$ cat config.mk
export PLATFORM = sky130hd
export DESIGN_NAME = i2c_tx_master
export DESIGN_NICKNAME = d
export VERILOG_FILES = /design/src/rtl/i2cm_pkg.sv /design/src/rtl/i2cm_datapath.sv /design/src/rtl/i2cm_ctrl.sv /design/src/rtl/i2c_tx_master.sv
export SDC_FILE = /design/constraint.sdc
export NUM_CORES = 1
export LEC_CHECK = 0
export CAP_MARGIN = 20
export CORE_MARGIN = 8
export CORE_UTILIZATION = 57
export DETAILED_ROUTE_END_ITERATION = 10
export PLACE_DENSITY = 0.85
export SETUP_SLACK_MARGIN = 0.02
export SYNTH_ARGS = -nofsm -noshare
export SYNTH_HDL_FRONTEND = slang
export SYNTH_SLANG_ARGS = --single-unit
$ cat constraint.sdc
create_clock -name clk -period 6.5 [get_ports clk]
set_clock_uncertainty 0.1 [all_clocks]
set_input_delay 0.975 -clock clk [delete_from_list [all_inputs] [get_ports clk]]
set_output_delay 0.975 -clock clk [all_outputs]
set_load 0.02 [all_outputs]
$ cat src/rtl/i2cm_pkg.sv
package i2cm_pkg;

  localparam int ADDR_W = 7;
  localparam int BYTE_W = 8;
  localparam int STAT_W = 8;

  localparam int ST_NACK    = 2;
  localparam int ST_BUFERR  = 3;
  localparam int ST_MCOMP   = 4;
  localparam int ST_MERR    = 5;
  localparam int ST_XMTSERV = 6;

  typedef enum logic [2:0] {
    ST_IDLE,
    ST_START,
    ST_SEND,
    ST_STRETCH,
    ST_STOP,
    ST_RSTART
  } mstState_t;

  typedef struct packed {
    logic loadAddr;
    logic loadData;
    logic shiftBit;
    logic loadCount;
    logic decCount;
    logic tickClr;
  } dpStrobe_t;

endpackage

$ cat src/rtl/i2cm_datapath.sv
module i2cm_datapath
  import i2cm_pkg::*;
#(
  parameter int DIV_W      = 8,
  parameter int CNT_W      = 8,
  parameter int FIFO_DEPTH = 2
) (
  input  logic              clk,
  input  logic              rstN,
  input  logic              busy,
  input  dpStrobe_t         strb,
  input  logic [DIV_W-1:0]  clkDiv,
  input  logic [ADDR_W-1:0] addrIn,
  input  logic [CNT_W-1:0]  countIn,
  input  logic              wrEn,
  input  logic              wrWide,
  input  logic [15:0]       wrData,
  output logic              tick,
  output logic              txBit,
  output logic              fifoEmpty,
  output logic              xmtEmptied,
  output logic              cntZero,
  output logic              cntLast,
  output logic              cntUnlimited
);

  localparam int LVL_W = $clog2(FIFO_DEPTH + 1);
  localparam int PTR_W = (FIFO_DEPTH > 1) ? $clog2(FIFO_DEPTH) : 1;
  localparam logic [LVL_W-1:0] DEPTH_L = LVL_W'(FIFO_DEPTH);
  localparam int WR_BYTES = 2;

  // quarter-bit tick generator
  logic [DIV_W-1:0] divCnt;
  assign tick = busy && (divCnt == clkDiv);

  always_ff @(posedge clk or negedge rstN) begin
    if (!rstN)                  divCnt <= '0;
    else if (strb.tickClr || tick) divCnt <= '0;
    else                        divCnt <= divCnt + DIV_W'(1);
  end

  // transmit queue
  logic [BYTE_W-1:0] mem     [FIFO_DEPTH];
  logic [BYTE_W-1:0] memNext [FIFO_DEPTH];
  logic [LVL_W-1:0]  level, lvlNext;
  logic              doPop;

  assign doPop     = strb.loadData && (level != '0);
  assign fifoEmpty = (level == '0);

  always_comb begin
    memNext = mem;
    lvlNext = level;
    if (doPop) begin
      for (int i = 0; i < FIFO_DEPTH - 1; i++) memNext[i] = mem[i+1];
      lvlNext = level - LVL_W'(1);
    end
    for (int k = 0; k < WR_BYTES; k++) begin
      if (wrEn && (k == 0 || wrWide) && (lvlNext < DEPTH_L)) begin
        memNext[lvlNext[PTR_W-1:0]] = wrData[BYTE_W*k +: BYTE_W];
        lvlNext = lvlNext + LVL_W'(1);
      end
    end
  end

  always_ff @(posedge clk or negedge rstN) begin
    if (!rstN) begin
      for (int i = 0; i < FIFO_DEPTH; i++) mem[i] <= '0;
      level <= '0;
    end else begin
      mem   <= memNext;
      level <= lvlNext;
    end
  end

  assign xmtEmptied = doPop && (lvlNext == '0);

  // transmit shift register, MSB first
  logic [BYTE_W-1:0] shReg;
  always_ff @(posedge clk or negedge rstN) begin
    if (!rstN)              shReg <= '0;
    else if (strb.loadAddr) shReg <= {addrIn, 1'b0};
    else if (strb.loadData) shReg <= mem[0];
    else if (strb.shiftBit) shReg <= {shReg[BYTE_W-2:0], 1'b0};
  end
  assign txBit = shReg[BYTE_W-1];

  // data byte counter
  logic [CNT_W-1:0] cnt;
  always_ff @(posedge clk or negedge rstN) begin
    if (!rstN)               cnt <= '0;
    else if (strb.loadCount) cnt <= countIn;
    else if (strb.decCount)  cnt <= cnt - CNT_W'(1);
  end
  assign cntZero      = (cnt == '0);
  assign cntLast      = (cnt == CNT_W'(1));
  assign cntUnlimited = &cnt;

  // control only pops a non-empty queue
  a_r11_pop_not_empty: assert property (@(posedge clk) disable iff (!rstN)
    strb.loadData |-> (level != '0));
  // queue never holds more than its depth
  a_r11_level_bound: assert property (@(posedge clk) disable iff (!rstN)
    level <= DEPTH_L);
  // count is never decremented at zero or in unlimited mode
  a_r3_dec_in_range: assert property (@(posedge clk) disable iff (!rstN)
    (strb.decCount && !strb.loadCount) |-> (cnt != '0 && !(&cnt)));

endmodule

$ cat src/rtl/i2cm_ctrl.sv
module i2cm_ctrl
  import i2cm_pkg::*;
(
  input  logic              clk,
  input  logic              rstN,
  input  logic              xferGo,
  input  logic              stopReq,
  input  logic              restartReq,
  input  logic              legacyMode,
  input  logic              sdaIn,
  input  logic [STAT_W-1:0] statusClr,
  input  logic              tick,
  input  logic              txBit,
  input  logic              fifoEmpty,
  input  logic              xmtEmptied,
  input  logic              cntZero,
  input  logic              cntLast,
  input  logic              cntUnlimited,
  output dpStrobe_t         strb,
  output logic              busy,
  output logic              sclOe,
  output logic              sdaOe,
  output logic [STAT_W-1:0] status
);

  localparam logic [3:0] ACK_BIT = 4'd8;

  mstState_t   state, stateN;
  logic [1:0]  phase, phaseN;
  logic [3:0]  bitIdx, bitN;
  logic        isAddr, isAddrN;
  logic        busyN;
  logic        stopArm, stopArmN;
  logic        restartArm, rstArmN;
  logic        lastDone;
  logic [STAT_W-1:0] statSet;

  always_comb begin
    stateN   = state;
    phaseN   = phase;
    bitN     = bitIdx;
    isAddrN  = isAddr;
    busyN    = busy;
    stopArmN = stopArm | (stopReq & busy);
    rstArmN  = restartArm | (restartReq & busy);
    statSet  = '0;
    strb     = '0;
    lastDone = 1'b0;
    statSet[ST_XMTSERV] = xmtEmptied;

    unique case (state)
      ST_IDLE: begin
        strb.tickClr = 1'b1;
        stopArmN = 1'b0;
        rstArmN  = 1'b0;
        if (xferGo) begin
          strb.loadAddr  = 1'b1;
          strb.loadCount = 1'b1;
          busyN  = 1'b1;
          stateN = ST_START;
          phaseN = 2'd0;
        end
      end

      ST_START, ST_RSTART: begin
        if (tick) begin
          phaseN = phase + 2'd1;
          if (phase == 2'd3) begin
            stateN  = ST_SEND;
            bitN    = 4'd0;
            isAddrN = 1'b1;
          end
        end
      end

      ST_SEND: begin
        if (tick) begin
          phaseN = phase + 2'd1;
          if (phase == 2'd3) begin
            if (bitIdx != ACK_BIT) begin
              strb.shiftBit = 1'b1;
              bitN = bitIdx + 4'd1;
            end else if (sdaIn) begin
              statSet[ST_NACK] = 1'b1;
              statSet[ST_MERR] = 1'b1;
              stateN = ST_STOP;
            end else begin
              if (!isAddr && !cntUnlimited) strb.decCount = 1'b1;
              lastDone = isAddr ? cntZero : cntLast;
              if (lastDone || stopArm) begin
                if (restartArm) begin
                  stateN = ST_RSTART;
                  strb.loadAddr  = 1'b1;
                  strb.loadCount = 1'b1;
                  statSet[ST_MCOMP] = 1'b1;
                  rstArmN  = 1'b0;
                  stopArmN = 1'b0;
                end else begin
                  stateN = ST_STOP;
                end
              end else if (!fifoEmpty) begin
                strb.loadData = 1'b1;
                bitN    = 4'd0;
                isAddrN = 1'b0;
              end else if (legacyMode) begin
                statSet[ST_BUFERR] = 1'b1;
                statSet[ST_MERR]   = 1'b1;
                stateN = ST_STOP;
              end else begin
                stateN = ST_STRETCH;
              end
            end
          end
        end
      end

      ST_STRETCH: begin
        strb.tickClr = 1'b1;
        phaseN = 2'd0;
        if (stopArm) begin
          stateN = ST_STOP;
        end else if (!fifoEmpty) begin
          strb.loadData = 1'b1;
          stateN  = ST_SEND;
          bitN    = 4'd0;
          isAddrN = 1'b0;
        end
      end

      ST_STOP: begin
        if (tick) begin
          phaseN = phase + 2'd1;
          if (phase == 2'd3) begin
            stateN   = ST_IDLE;
            busyN    = 1'b0;
            stopArmN = 1'b0;
            rstArmN  = 1'b0;
            statSet[ST_MCOMP] = 1'b1;
          end
        end
      end

      default: stateN = ST_IDLE;
    endcase
  end

  always_ff @(posedge clk or negedge rstN) begin
    if (!rstN) begin
      state      <= ST_IDLE;
      phase      <= 2'd0;
      bitIdx     <= 4'd0;
      isAddr     <= 1'b0;
      busy       <= 1'b0;
      stopArm    <= 1'b0;
      restartArm <= 1'b0;
      status     <= '0;
    end else begin
      state      <= stateN;
      phase      <= phaseN;
      bitIdx     <= bitN;
      isAddr     <= isAddrN;
      busy       <= busyN;
      stopArm    <= stopArmN;
      restartArm <= rstArmN;
      status     <= (status & ~statusClr) | statSet;
    end
  end

  // line drive, 1 = pull low
  always_comb begin
    sclOe = 1'b0;
    sdaOe = 1'b0;
    unique case (state)
      ST_IDLE: ;
      ST_START: begin
        sclOe = (phase == 2'd3);
        sdaOe = (phase != 2'd0);
      end
      ST_SEND: begin
        sclOe = !phase[1];
        sdaOe = (bitIdx != ACK_BIT) && !txBit;
      end
      ST_STRETCH: sclOe = 1'b1;
      ST_STOP: begin
        sclOe = (phase == 2'd0);
        sdaOe = (phase != 2'd3);
      end
      ST_RSTART: begin
        sclOe = (phase == 2'd0) || (phase == 2'd3);
        sdaOe = phase[1];
      end
      default: ;
    endcase
  end

  // bus released whenever the master is not enabled
  a_r1_idle_released: assert property (@(posedge clk) disable iff (!rstN)
    !busy |-> (!sclOe && !sdaOe));
  // a written byte releases a stretched clock on the next edge
  a_r6_stretch_release: assert property (@(posedge clk) disable iff (!rstN)
    (state == ST_STRETCH && !fifoEmpty && !stopArm) |=> (state == ST_SEND && bitIdx == 4'd0));
  // a restart request while disabled is not remembered
  a_r13_restart_needs_busy: assert property (@(posedge clk) disable iff (!rstN)
    (!busy && restartReq) |=> !restartArm);
  // the end of a transfer always leaves the complete flag set
  a_r8_busy_fall_mcomp: assert property (@(posedge clk) disable iff (!rstN)
    $fell(busy) |-> status[ST_MCOMP]);
  // a cleared flag with no new event goes to zero
  a_r12_w1c_mcomp: assert property (@(posedge clk) disable iff (!rstN)
    (statusClr[ST_MCOMP] && !statSet[ST_MCOMP]) |=> !status[ST_MCOMP]);

endmodule

$ cat src/rtl/i2c_tx_master.sv
module i2c_tx_master
  import i2cm_pkg::*;
(
  input  logic        clk,
  input  logic        rstN,
  input  logic [7:0]  clkDiv,
  input  logic        legacyMode,
  input  logic [6:0]  tgtAddr,
  input  logic [7:0]  xferCount,
  input  logic        xferGo,
  input  logic        stopReq,
  input  logic        restartReq,
  input  logic        fifoWrEn,
  input  logic        fifoWrWide,
  input  logic [15:0] fifoWrData,
  input  logic [7:0]  statusClr,
  input  logic        sdaIn,
  output logic        sclOe,
  output logic        sdaOe,
  output logic        busy,
  output logic [7:0]  status
);

  dpStrobe_t strb;
  logic tick, txBit, fifoEmpty, xmtEmptied;
  logic cntZero, cntLast, cntUnlimited;

  i2cm_datapath #(
    .DIV_W      (8),
    .CNT_W      (8),
    .FIFO_DEPTH (2)
  ) u_dp (
    .clk          (clk),
    .rstN         (rstN),
    .busy         (busy),
    .strb         (strb),
    .clkDiv       (clkDiv),
    .addrIn       (tgtAddr),
    .countIn      (xferCount),
    .wrEn         (fifoWrEn),
    .wrWide       (fifoWrWide),
    .wrData       (fifoWrData),
    .tick         (tick),
    .txBit        (txBit),
    .fifoEmpty    (fifoEmpty),
    .xmtEmptied   (xmtEmptied),
    .cntZero      (cntZero),
    .cntLast      (cntLast),
    .cntUnlimited (cntUnlimited)
  );

  i2cm_ctrl u_ctrl (
    .clk          (clk),
    .rstN         (rstN),
    .xferGo       (xferGo),
    .stopReq      (stopReq),
    .restartReq   (restartReq),
    .legacyMode   (legacyMode),
    .sdaIn        (sdaIn),
    .statusClr    (statusClr),
    .tick         (tick),
    .txBit        (txBit),
    .fifoEmpty    (fifoEmpty),
    .xmtEmptied   (xmtEmptied),
    .cntZero      (cntZero),
    .cntLast      (cntLast),
    .cntUnlimited (cntUnlimited),
    .strb         (strb),
    .busy         (busy),
    .sclOe        (sclOe),
    .sdaOe        (sdaOe),
    .status       (status)
  );

endmodule

==> flow_summary.json <==
{
  "yosys.area_share.adder_pct": 4.295,
  "cp.required_ps": 5420,
  "fin_nets": 558,
  "via_per_inst": 5.914,
  "synthDistinctLibCells": 56,
  "path_max_fanout": 13,
  "drc": 0,
  "antenna_found_initial": 0,
  "first_iter_violations": 172,
  "syn_avg_cell_area_sq_um": 8.870,
  "cp-end-kind": "output port",
  "cts_tree": "built",
  "timing.rr.end": "u_dp.level[0]$_DFF_PN0_",
  "rows": 29,
  "synth_flop_cell": "dfrtp_1",
  "grt_usage_pct": 19.20,
  "holdWs_ps": 411.7,
  "async_reset_ff_share_pct": 100.0,
  "synthesis.nets": 496,
  "rsz0062_at_grt": "no",
  "min_from": "u_ctrl.status[1]$_DFF_PN0_",
  "status": "finished clean",
  "power.density_nw_per_um2": 340.5,
  "wirelength_microns": 9082,
  "post_cts_buffers": 0,
  "regToRegStartpoint": "u_ctrl.state[2]$_DFFE_PN0P_",
  "grt_pass1_wl_microns": 15530,
  "hold_path_depth": 1,
  "worstSetupStartpointType": "register",
  "fill_cells": 495,
  "synth-edff-count": 0,
  "clkTransAtPathRegs_ps": 70,
  "tightest_slew_ps": 805.9,
  "finalPower_mw": 1.591,
  "ys_seq_elements": 63,
  "cts.sinks": 63,
  "slowest_stage": "clkdlybuf4s50_1",
  "synth_top_family_by_area": "simple AND/OR/NAND/NOR gates",
  "syn_inst": 427,
  "max_freq_mhz": 259.7,
  "worst-path-buf-inv": 1,
  "final.setup.tns_ps": 0,
  "hold_viol": 0,
  "startpoint": "u_ctrl.state[1]$_DFFE_PN0P_",
  "detail_route.wl_per_cell_microns": 15.91,
  "antennaDiodeCount": 0,
  "drtPass1Iterations": 5,
  "synth_compound_area_share_pct": 18.86,
  "drive_gt1_share_pct": 6.073,
  "area_growth_pct": 23.32,
  "grt_pass1_vias": 3320,
  "synth_top_cell_by_area": "dfrtp_1",
  "die_h_microns": 97.52,
  "ys_seq_area_share_pct": 41.63,
  "hold_buffers": 0,
  "period_share_pct": 59.24,
  "ioPinCount": 67,
  "rrSetupSlack_ps": 2770,
  "max-vdd-ir-drop_v": 0.0002286,
  "final_area_sq_um": 4671,
  "path_cells": "nor3b_1, nand2_1, o22a_1, nor2_1, clkdlybuf4s50_1",
  "cp_top_family": "simple AND/OR/NAND/NOR gates",
  "dieWidth_microns": 97.52,
  "cts_resized": 0,
  "syn-cell-area_sq_um": 3787,
  "synthMuxAreaShare_pct": 6.574,
  "synth-xor-area-share_pct": 5.088,
  "io_buffers": 66,
  "ys_warn_count": 0,
  "vias": 3377,
  "grt_max_degree": 64,
  "place_congestion": 0.8578,
  "maxSlewViolCount": 0,
  "clockBufferDepth": 2,
  "slew_headroom_pct": 46.07,
  "max_cap_violations": 0,
  "crit_type": "register to output port",
  "cp_slowest_stage_delay_ps": 610,
  "finalSetupViolations": 0,
  "cts_buffers": 9,
  "leakagePower_nw": 1.866,
  "initial_utilization_pct": 59.31,
  "arrival_ps": 2780,
  "die-area_sq_um": 9509,
  "reg2reg_depth": 7,
  "synth_top_area_share_pct": 41.63,
  "fin_crit_ps": 3851,
  "yosys.area_share.simple_pct": 19.13,
  "root_buffer": "clkbuf_8",
  "worstHoldEndpoint": "u_ctrl.status[1]$_DFF_PN0_",
  "core_area_sq_um": 6386,
  "netlist_top_cells_area": "dfrtp_1 42%, o21ai_0 5.9%, nor2_1 5.5%",
  "overflow": 0,
  "min_path_type": "register to register",
  "ant_nets": 0,
  "placed_area_sq_um": 4488,
  "place_hpwl_microns": 6651,
  "htree_levels": 3,
  "clk_latency_ps": 350
}
metal layers:
layer / global-route usage, % / share of wire, % / vias to the layer above
met5: 0 / 0 / -
met4: 8.042 / 2.2 / 0
met1: 24.79 / 44 / 1596
met2: 30.16 / 48 / 119
met3: 4.196 / 5.8 / 19
li1: - / - / 1643
report_power, final:
part / internal, mW / switching [mW]
Sequential: 0.511 / 0.143
Clock: 0.158 / 0.162
Combinational: 0.275 / 0.342
worst register-to-register path, stage by stage, from the launching register on:
cell and delay, ps:
dfrtp_1 560, inv_1 280, ha_1 490, or4b_4 570
o21ai_4 680, mux2i_2 680, inv_1 90, o221ai_1 200
registers in the layout, summed over array words and instances, names as in the netlist:
name               flops
u_dp.mem              16
u_ctrl.status          8
u_dp.cnt               8
u_dp.divCnt            8
u_dp.shReg             8
u_ctrl.bitIdx          4
u_ctrl.state           3
u_ctrl.phase           2
u_dp.level             2
u_ctrl.busy            1
u_ctrl.isAddr          1
u_ctrl.restartArm      1
u_ctrl.stopArm         1
per-stage QoR:
stage	utilization [%]	std cells	worst slack (ps)
2_1_floorplan	-	427	3629
3_3_place_gp	70.28	555	2540
3_5_place_dp	70.28	555	2486
4_1_cts	73.14	571	2697
5_1_grt	73.14	571	2492
6_report	73.14	571	2649
logic make-up (layout without fill, tap and decap cells):
group | after synthesis | count (layout)
AND/OR/NAND/NOR | 154 | 154
XOR/XNOR | 22 | 22
adder cells (fa/ha/maj) | 13 | 13
multiplexers | 23 | 23
flip-flops | 63 | 63
AO/OA/AOI/OAI | 109 | 109
buffers and inverters | 43 | 110
synthesized netlist by cell type (8+ instances only):
cell type,n
xnor2_1,10
dfrtp_1,63
mux2i_1,19
ha_1,13
clkbuf_1,11
a2bb2oi_1,8
inv_1,24
nor2_1,55
xor2_1,12
o21ai_0,45
nand3_1,18
nand2_1,39
a21oi_1,22
cells in the final DEF, fill, tap and decap left out, types with 3 or more instances in the layout:
cell,n
nor3_1,6
clkdlybuf4s50_1,65
nor2b_1,3
nand2b_1,3
nand3_1,18
mux2i_1,19
a22oi_1,7
clkinv_2,3
dfrtp_1,63
xnor2_1,10
nor2_1,55
a31oi_1,3
buf_4,3
o21ai_0,45
clkbuf_8,11
nand4_1,7
o22ai_1,4
nand3b_1,4
ha_1,13
inv_1,24
and3_1,4
a2bb2oi_1,8
nand2_1,39
a21oi_1,22
nor4_1,4
xor2_1,12
worst max path at each step:
stage,endpoint,slack (ps),cells after the start
floorplan,u_dp.cnt[1]$_DFFE_PN0P_,3630,6
global placement,u_dp.cnt[1]$_DFFE_PN0P_,2540,7
detailed placement,u_dp.cnt[1]$_DFFE_PN0P_,2490,7
CTS,sdaOe,2700,5
global route,u_dp.mem[13]$_DFF_PN0_,2490,6
finish,sdaOe,2650,5
final cells by class:
class,count,area [sq um],share of cell area (%)
clock buffer,11,151.4,3.241
clock inverter,5,31.28,0.6697
inverter,25,93.84,2.009
multi-input combinational,321,2043,43.74
tap,77,96.34,2.063
sequential,63,1577,33.75
timing repair buffer,69,678.2,14.52
(Power assumes the default switching activity.)
